===== config.mk =====
export PLATFORM = sky130hd
export DESIGN_NAME = irq_flag_reg
export DESIGN_NICKNAME = d
export VERILOG_FILES = /design/src/rtl/irq_flag_reg.sv
export SDC_FILE = /design/constraint.sdc
export NUM_CORES = 1
export LEC_CHECK = 0
export ABC_AREA = 0
export BUFFER_PORTS_ARGS = -buffer_cell sky130_fd_sc_hd__buf_4
export CAP_MARGIN = 20
export CORE_AREA = 2 2 46 48
export DETAILED_ROUTE_END_ITERATION = 8
export DIE_AREA = 0 0 48 50
export PLACE_DENSITY = 0.81
export SKIP_CTS_REPAIR_TIMING = 1
export SLEW_MARGIN = 20
export SYNTH_ARGS = -nofsm -noshare
export SYNTH_HDL_FRONTEND = slang
export SYNTH_SLANG_ARGS = --single-unit

===== constraint.sdc =====
create_clock -name clk -period 2.8 [get_ports clk]
set_input_delay 0.28 -clock clk [delete_from_list [all_inputs] [get_ports clk]]
set_output_delay 0.28 -clock clk [all_outputs]
set_load 0.005 [all_outputs]

===== src/rtl/irq_flag_reg.sv =====
module irq_flag_reg #(
  parameter logic [7:0] REG_ADDR    = 8'h88,
  parameter int         SYNC_STAGES = 2
) (
  input  logic       clk,
  input  logic       rst_n,
  input  logic [1:0] ext_n,
  input  logic [1:0] tmr_ovf,
  input  logic [1:0] ack_ext,
  input  logic [1:0] ack_tmr,
  input  logic       sfr_wr,
  input  logic [7:0] sfr_addr,
  input  logic [7:0] sfr_wdata,
  input  logic       bit_wr,
  input  logic [7:0] bit_addr,
  input  logic       bit_wdata,
  output logic [7:0] rdata,
  output logic [1:0] ext_req,
  output logic [1:0] tmr_req,
  output logic [1:0] run
);
  localparam logic [4:0] BIT_BASE = REG_ADDR[7:3];

  logic [7:0] q, q_d, wmask, wval, hw_set, hw_clr;
  logic [1:0] fall, lvl;

  wire byte_hit = sfr_wr && (sfr_addr == REG_ADDR);
  wire bit_hit  = bit_wr && (bit_addr[7:3] == BIT_BASE) && !byte_hit;

  assign wmask = byte_hit ? 8'hFF : (bit_hit ? (8'h01 << bit_addr[2:0]) : 8'h00);
  assign wval  = byte_hit ? sfr_wdata : {8{bit_wdata}};

  for (genvar i = 0; i < 2; i++) begin : g_src
    logic [SYNC_STAGES:0] sh;
    always_ff @(posedge clk or negedge rst_n)
      if (!rst_n) sh <= '1;
      else        sh <= {sh[SYNC_STAGES-1:0], ext_n[i]};
    assign fall[i] = sh[SYNC_STAGES] & ~sh[SYNC_STAGES-1];
    assign lvl[i]  = ~sh[SYNC_STAGES-1];

    assign hw_set[2*i]   = 1'b0;
    assign hw_clr[2*i]   = 1'b0;
    assign hw_set[2*i+1] = fall[i] & q[2*i];
    assign hw_clr[2*i+1] = ack_ext[i] & q[2*i];
    assign hw_set[2*i+4] = 1'b0;
    assign hw_clr[2*i+4] = 1'b0;
    assign hw_set[2*i+5] = tmr_ovf[i];
    assign hw_clr[2*i+5] = ack_tmr[i];

    assign ext_req[i] = rdata[2*i+1];
    assign tmr_req[i] = q[2*i+5];
    assign run[i]     = q[2*i+4];
  end

  always_comb
    for (int b = 0; b < 8; b++)
      q_d[b] = wmask[b] ? wval[b] : (hw_set[b] ? 1'b1 : (hw_clr[b] ? 1'b0 : q[b]));

  always_ff @(posedge clk or negedge rst_n)
    if (!rst_n) q <= 8'h00;
    else        q <= q_d;

  assign rdata = {q[7:4],
                  q[2] ? q[3] : lvl[1], q[2],
                  q[0] ? q[1] : lvl[0], q[0]};


  tf_set_chk: assert property (@(posedge clk) disable iff (!rst_n)
    (tmr_ovf[0] && !sfr_wr && !bit_wr) |=> tmr_req[0]);

  tf_ack_clr_chk: assert property (@(posedge clk) disable iff (!rst_n)
    (ack_tmr[0] && !tmr_ovf[0] && !sfr_wr && !bit_wr) |=> !tmr_req[0]);

  tf_set_wins_chk: assert property (@(posedge clk) disable iff (!rst_n)
    (tmr_ovf[1] && ack_tmr[1] && !sfr_wr && !bit_wr) |=> tmr_req[1]);

  byte_wr_chk: assert property (@(posedge clk) disable iff (!rst_n)
    (sfr_wr && sfr_addr == REG_ADDR) |=>
      (rdata[7:4] == $past(sfr_wdata[7:4]) && rdata[2] == $past(sfr_wdata[2])
       && rdata[0] == $past(sfr_wdata[0])));

  ie_ack_clr_chk: assert property (@(posedge clk) disable iff (!rst_n)
    (q[0] && ack_ext[0] && !fall[0] && !sfr_wr && !bit_wr) |=> !ext_req[0]);
endmodule


# == Word-level counts from Yosys, hierarchy flattened ==
# Index checks and enable logic that the tools add are counted.
# Widths: inputs -> output; s select.
# totals
output_inout_bits,14
elab_cells,46
ff_bits,14
# op_classes
eq_ne,2
bitwise_logic,8
n_reduce_logical,8
muxes,17
n_shift,1
# ops
operator,count
$mux 8,3
$mux 1,14
$reduce_bool 3->1,4
$eq 8x8->1 const B,1
$shl 1x3->8 const A,1
$and 1x1->1,6
$eq 5x5->1 const B,1
$logic_and 1x1->1,3
$not 1->1,2
$logic_not 1->1,1

# == Logic depth before layout (Yosys ltp) ==
# Gate-level depths: netlist (run 1).
# logic_depth
depth_word,7
mapped_depth,5

# == Worst setup path after synthesis (run 1) ==
# No wires, ideal clock.
# synth_timing
path_type,input-to-reg
start,input sfr_addr[1]
end,register q[0]
t_arrival_ns,1.230
setup_ns,0.130
path_stages,4
path_buffers,0
required_time_ns,2.670
setup_slack_ns,1.440
cell_sequence,or3_4 or4_4 nor2_1 a21oi_1
# synth_between
elab_chain_cells,6
elab_cells_between_ends,7
# synth_rtl
element,line,rtl
from (decl),12,"input logic [7:0] sfr_addr,"
$eq 8x8->1 (*),27,wire byte_hit = sfr_wr && (sfr_addr == REG_ADDR);
$logic_and 1x1->1 (*),27,
$logic_not 1->1,28,wire bit_hit = bit_wr && (bit_addr[7:3] == BIT_BASE) && !byte_hit;
$logic_and 1x1->1,28,
$mux 8 (2 in series),30,assign wmask = byte_hit ? 8'hFF : (bit_hit ? (8'h01 << bit_addr[2:0]) : 8'h00);
to (signal assigned),61,else q <= q_d;
to (decl),24,"logic [7:0] q, q_d, wmask, wval, hw_set, hw_clr;"
# Every way passes the cells marked *; elsewhere a longest branch is shown, timed or not.
# A chain may end at the register's enable or synchronous reset.

# == Final worst setup path (run 1) ==
# layout_timing
start,register q[0]
end,output ext_req[0]
# layout_between
elab_chain_cells,1
# layout_rtl
element,line,rtl
$mux 1,65,"q[0] ? q[1] : lvl[0], q[0]};"
to (decl),18,"output logic [1:0] ext_req,"
# No other way between the ends.

==> reports/metrics.csv, run 1 <==
metric;value;unit
Layout Nets;165;
Max H-tree Level;1;
Clock power frac;0.271;
Final min period;1430;ps
FF-to-FF setup slack;1770;ps
max-cap violations;0;
largest net degree at the start of global routing;15;
Final Non-Filler Cells;154;
clock skew;0.667;ps
CP Data Required Time;2520;ps
Critical Path Start;q[0];
combinational group share of total power;0.270;
Cell Rows;16;
I/O Pins;51;
Placed Area;1130;um2
post-DP HPWL;1.70;mm
Layout area overhead;42.9;%
FF-to-FF Start;q[0];
outcome;finished, final reports clean;
Hold Path Sink;g_src[1].sh[0];
Die Ht;50;um
max frequency;0.700;GHz
Avg Cell Area, Syn;9.72;um2
DR vias/cell;5.42;
Num CTS Buffers;3;
Synth Area in Compound Gates;0.212;
RSZ-0062 raised after global routing;false;
design area;1180;um2
most common cell after layout, fill and taps aside;buf_4;
CP max stage cell;dfrtp_1;
worst hold path class;primary input to register;
Clock Latency Late Sink;290;ps
CTS Sinks;14;
RD Place Congestion;0.769;
Post-Syn Area;826;um2
max-slew violations;0;
post-synthesis mux area share;0;
GRT Overall Usage;0.194;
die width;48;um
core area;1900;um2
critical path endpoint category;output pin;
DRT iter0 DRCs;16;
register area share after synthesis;0.433;
P per Cell Area;467;nW/um2
Pwr Total;551;uW
wire length of the first global-routing pass;3.24;mm
final worst-path cycle share;0.511;
Initial Util;0.434;
hold path depth;1;
Worst Tran Pin Value;633;ps
final hold violation count;0;
largest family of logic cells by synthesized area;simple AND/OR/NAND/NOR gates;
Longest Clk Path Bufs;2;
Sw Ratio;0.261;
final wirelength;2.09;mm
Worst R2R Path Depth;4;
Clock Pin Slew Worst Setup and Hold Paths;90;ps
Hold Path Origin;ext_n[1];
DR WL/cell;13.6;um
Post-Synth Simple-Gate Area;0.223;
Pint;407;uW
placed instance count;149;
most frequent cells in the layout;buf_4 (50), a21oi_1 (10), nand2_1 (9);
Worst Path Max Fanout;6;
total grt overflow;0;
Diodes inserted;0;
via count;834;
Flop pwr share;0.459;
leakage power;0.000551;uW
Netlist cell types;25;
synthesized instance count;85;
share of cells above drive strength 1;0.535;
syn_nets;122;
worst vdd ir;247;uV
root buf cell;clkbuf_4;
RR Endpoint;q[1];
full die area;2400;um2
ANT nets after route;0;
xor/xnor share of the synthesized area;0;
FF+latch count, synth;14;
setup TNS;0;ps
CP Data Arrival Time;1150;ps
CTS tree;built;
max_slew headroom;0.575;
initial antenna violation count;0;
P_sw;144;uW
delay of the slowest critical-path stage;450;ps
Synth warnings;0;
final setup violating endpoints;0;
vias in the first global route;805;
WS Path Type;register to output pin;
adder-cell share of the synthesized area;0;
DRC errors left;0;
Worst Setup Start Kind;register;
crit-path cells;o21ai_0 -> buf_4;
first drt pass iteration count;4;
IO buf count;50;
routing by layer:
layer | part of all wire | global-route usage | up-vias
li1 | - | - | 385
met1 | 0.35 | 0.206 | 387
met2 | 0.52 | 0.338 | 55
met3 | 0.10 | 0.0293 | 7
met4 | 0.028 | 0.108 | 0
met5 | 0 | 0 | -
per-stage QoR:
step / hold slack [ps] / setup slack, ps / utilization
CTS: -168 / 1370 / 0.615
detailed placement: 138 / 1080 / 0.596
floorplan: -15.6 / 1440 / -
global route: 85.5 / 1250 / 0.620
finish: 92.5 / 1370 / 0.620
global placement: 136 / 1140 / 0.596
worst max-delay path by stage:
| stage | slack [ps] | depth (start not counted) | end |
|---|---|---|---|
| 4_1_cts | 1370 | 2 | ext_req[0] |
| 3_3_place_gp | 1140 | 5 | q[1] |
| 2_1_floorplan | 1440 | 4 | q[0] |
| 5_1_grt | 1250 | 5 | q[1] |
| 6_report | 1370 | 2 | ext_req[0] |
| 3_5_place_dp | 1080 | 5 | q[1] |
kinds of logic after synthesis:
| logic type | count (synthesis) |
|---|---|
| and+or+nand+nor | 28 |
| AOI/OAI and AO/OA | 28 |
| buffers and inverters | 15 |
| DFF | 14 |
flip-flops by register name, summed over array words and instances, names as in the netlist:
signal / cells
g_src.sh: 6
q: 8
critical path, delay by kind of cell, from the launching register on:
kind / cells / cell delay (ps)
flip-flops: 1 / 450
AO/OA/AOI/OAI: 1 / 250
buffers and inverters: 1 / 160
power groups by stage:
stage	sequential (uW)	combinational, uW	clock, uW
after floorplan	251	82.5	0
after global placement	255	143	0
after detailed placement	256	149	0
after CTS	252	150	149
after global routing	256	164	157
final	253	149	149
layout make-up:
cell class | count | area, um2
inverters | 2 | 7.51
fillers | 171 | 722
clock buffers | 4 | 36.3
well taps | 27 | 33.8
flip-flops and latches | 14 | 358
repair buffers | 51 | 385
multi-input cells | 56 | 359
synthesized netlist by cell type:
master	number	area [um2]
buf_6	1	11.3
a22o_2	2	20.0
nand4b_1	2	17.5
nand2_1	9	33.8
o21ai_0	6	30.0
nor4_4	1	21.3
dfrtp_1	8	200
or2b_2	1	8.76
a21oi_1	10	50.1
or3_4	1	11.3
a31oi_1	4	25.0
or4_4	1	11.3
buf_4	12	90.1
nand2b_1	1	6.26
dfstp_2	6	158
a22o_1	2	17.5
and4b_1	1	10.0
o31ai_1	2	15.0
nor2b_1	1	6.26
and4_2	1	10.0
nor2_1	7	26.3
nor4b_2	1	15.0
o221ai_1	2	17.5
inv_1	2	7.51
nand4_1	1	6.26
Power figures use the tool's default switching activity.
==> run 2: changes to the inputs <==
--- a/config.mk
+++ b/config.mk
@@ -8,10 +8,10 @@
 export ABC_AREA = 0
 export BUFFER_PORTS_ARGS = -buffer_cell sky130_fd_sc_hd__buf_4
 export CAP_MARGIN = 20
-export CORE_AREA = 2 2 46 48
+export CORE_AREA = 2 2 51 53
 export DETAILED_ROUTE_END_ITERATION = 8
-export DIE_AREA = 0 0 48 50
-export PLACE_DENSITY = 0.81
+export DIE_AREA = 0 0 53 55
+export PLACE_DENSITY = 0.7
 export SKIP_CTS_REPAIR_TIMING = 1
 export SLEW_MARGIN = 20
 export SYNTH_ARGS = -nofsm -noshare
==> constraint.sdc (replaced) <==
create_clock -name clk -period 1.25 [get_ports clk]
set_input_delay 0.125 -clock clk [delete_from_list [all_inputs] [get_ports clk]]
set_output_delay 0.125 -clock clk [all_outputs]
set_load 0.005 [all_outputs]
==> run 2 against run 1 <==
  * Setup slack lost 1300 ps
  * Final area grew 3.1%
  * Largest cell class unchanged
  * Cell count grew 5.2%
  * Highest routed layer unchanged
  * Utilization shrank 11 points
  * Clock skew grew 5.1 ps
==> reports/metrics.csv, run 2 (synthesis gave the netlist of run 1 again) <==
metric;value;unit
total grt overflow;0;
worst vdd ir;592;uV
Clock Pin Slew Worst Setup and Hold Paths;80;ps
Longest Clk Path Bufs;2;
share of cells above drive strength 1;0.530;
final worst-path cycle share;0.945;
DR vias/cell;5.12;
root buf cell;clkbuf_4;
delay of the slowest critical-path stage;550;ps
Layout area overhead;47.3;%
CP Data Required Time;1120;ps
Final min period;1180;ps
most common cell after layout, fill and taps aside;buf_4;
RD Place Congestion;0.777;
first drt pass iteration count;4;
max FFs per register;8;
Sw Ratio;0.265;
Layout Nets;170;
DRC errors left;0;
clock skew;5.79;ps
Cell Rows;18;
Num CTS Buffers;3;
CP max stage cell;dfstp_2;
largest net degree at the start of global routing;15;
initial antenna violation count;0;
DR WL/cell;12.4;um
Biggest register;q;
Clock power frac;0.230;
Pint;863;uW
Flop pwr share;0.480;
WS Path Type;register to output pin;
RSZ-0062 raised after global routing;false;
final wirelength;2.01;mm
GRT Overall Usage;0.158;
max-cap violations;0;
full die area;2920;um2
vias in the first global route;754;
placed instance count;155;
die width;53;um
Top Family by Delay on Critical Path;flip-flops;
CP Data Arrival Time;1060;ps
Max H-tree Level;1;
P_sw;311;uW
I/O Pins;51;
Min Hold Slack;56.8;ps
largest registers;q (8), g_src.sh (6);
worst hold path class;primary input to register;
CTS tree;built;
max_slew headroom;0.761;
Worst Path Max Fanout;3;
CTS Sinks;14;
wire length of the first global-routing pass;3.17;mm
crit-path cells;o21ai_1 -> buf_4;
Final Non-Filler Cells;162;
Worst Setup Start Kind;register;
Diodes inserted;0;
via count;830;
Placed Area;1160;um2
final setup violating endpoints;0;
most frequent cells in the layout;buf_4 (53), a21oi_1 (10), nand2_1 (9);
core area;2360;um2
final hold violation count;0;
DRT iter0 DRCs;25;
ANT nets after route;0;
Initial Util;0.349;
post-DP HPWL;1.67;mm
leakage power;0.000570;uW
Clock Latency Late Sink;280;ps
critical path endpoint category;output pin;
max-slew violations;0;
Worst Tran Pin Value;357;ps
worst path bufs/invs;1;
combinational group share of total power;0.290;
outcome;finished, final reports clean;
P per Cell Area;965;nW/um2
IO buf count;50;
Die Ht;55;um
design area;1220;um2
max frequency;0.847;GHz
## run 2: layout make-up
type	instances	area [um2]
multi-input cells	56	359
repair buffers	56	428
well taps	30	37.5
flip-flops and latches	14	358
fillers	234	1150
inverters	2	7.51
clock buffers	4	26.3
## run 2: routing by layer
metal	vias to the layer above	share of wire	track usage
met5	-	0	0
met4	0	0.033	0.103
met3	10	0.098	0.0376
met2	55	0.50	0.290
met1	366	0.37	0.161
li1	399	-	-
## run 2: worst paths after layout
path | slack, ps | endpoint | start | cells past startpoint
worst max-delay path | 70 | ext_req[0] | g_src[0].sh[1] | 2
worst min-delay path | 60 | q[7] | sfr_wdata[7] | 2
worst max register to register | 220 | q[1] | q[0] | 4
worst min register to register | 360 | g_src[1].sh[1] | g_src[1].sh[0] | 0
max in group asynchronous | 790 | g_src[1].sh[0] | rst_n | 2
min in group asynchronous | 220 | q[4] | rst_n | 2
## run 2: stage by stage
| stage | TNS [ps] | power (uW) | setup slack, ps | utilization |
|---|---|---|---|---|
| floorplan | 0 | 747 | 45.4 | - |
| global route | 0 | 1250 | 10.2 | 0.514 |
| finish | 0 | 1170 | 69.0 | 0.514 |
| CTS | -18.5 | 1180 | -9.60 | 0.502 |
| global placement | -655 | 897 | -110 | 0.490 |
| detailed placement | -920 | 906 | -148 | 0.490 |
## run 2: worst register-to-register path, cell delays in order (launching register included)
cell      delay, ps
dfrtp_1         430
nand2_1          80
nand2_1          60
o221ai_1        120
a22o_2          240
## run 2: power by group through the flow
stage / sequential (uW) / combinational, uW / clock, uW
3_3_place_gp: 573 / 324 / 0
3_5_place_dp: 573 / 333 / 0
5_1_grt: 571 / 375 / 302
2_1_floorplan: 562 / 185 / 0
6_report: 564 / 341 / 270
4_1_cts: 565 / 335 / 280
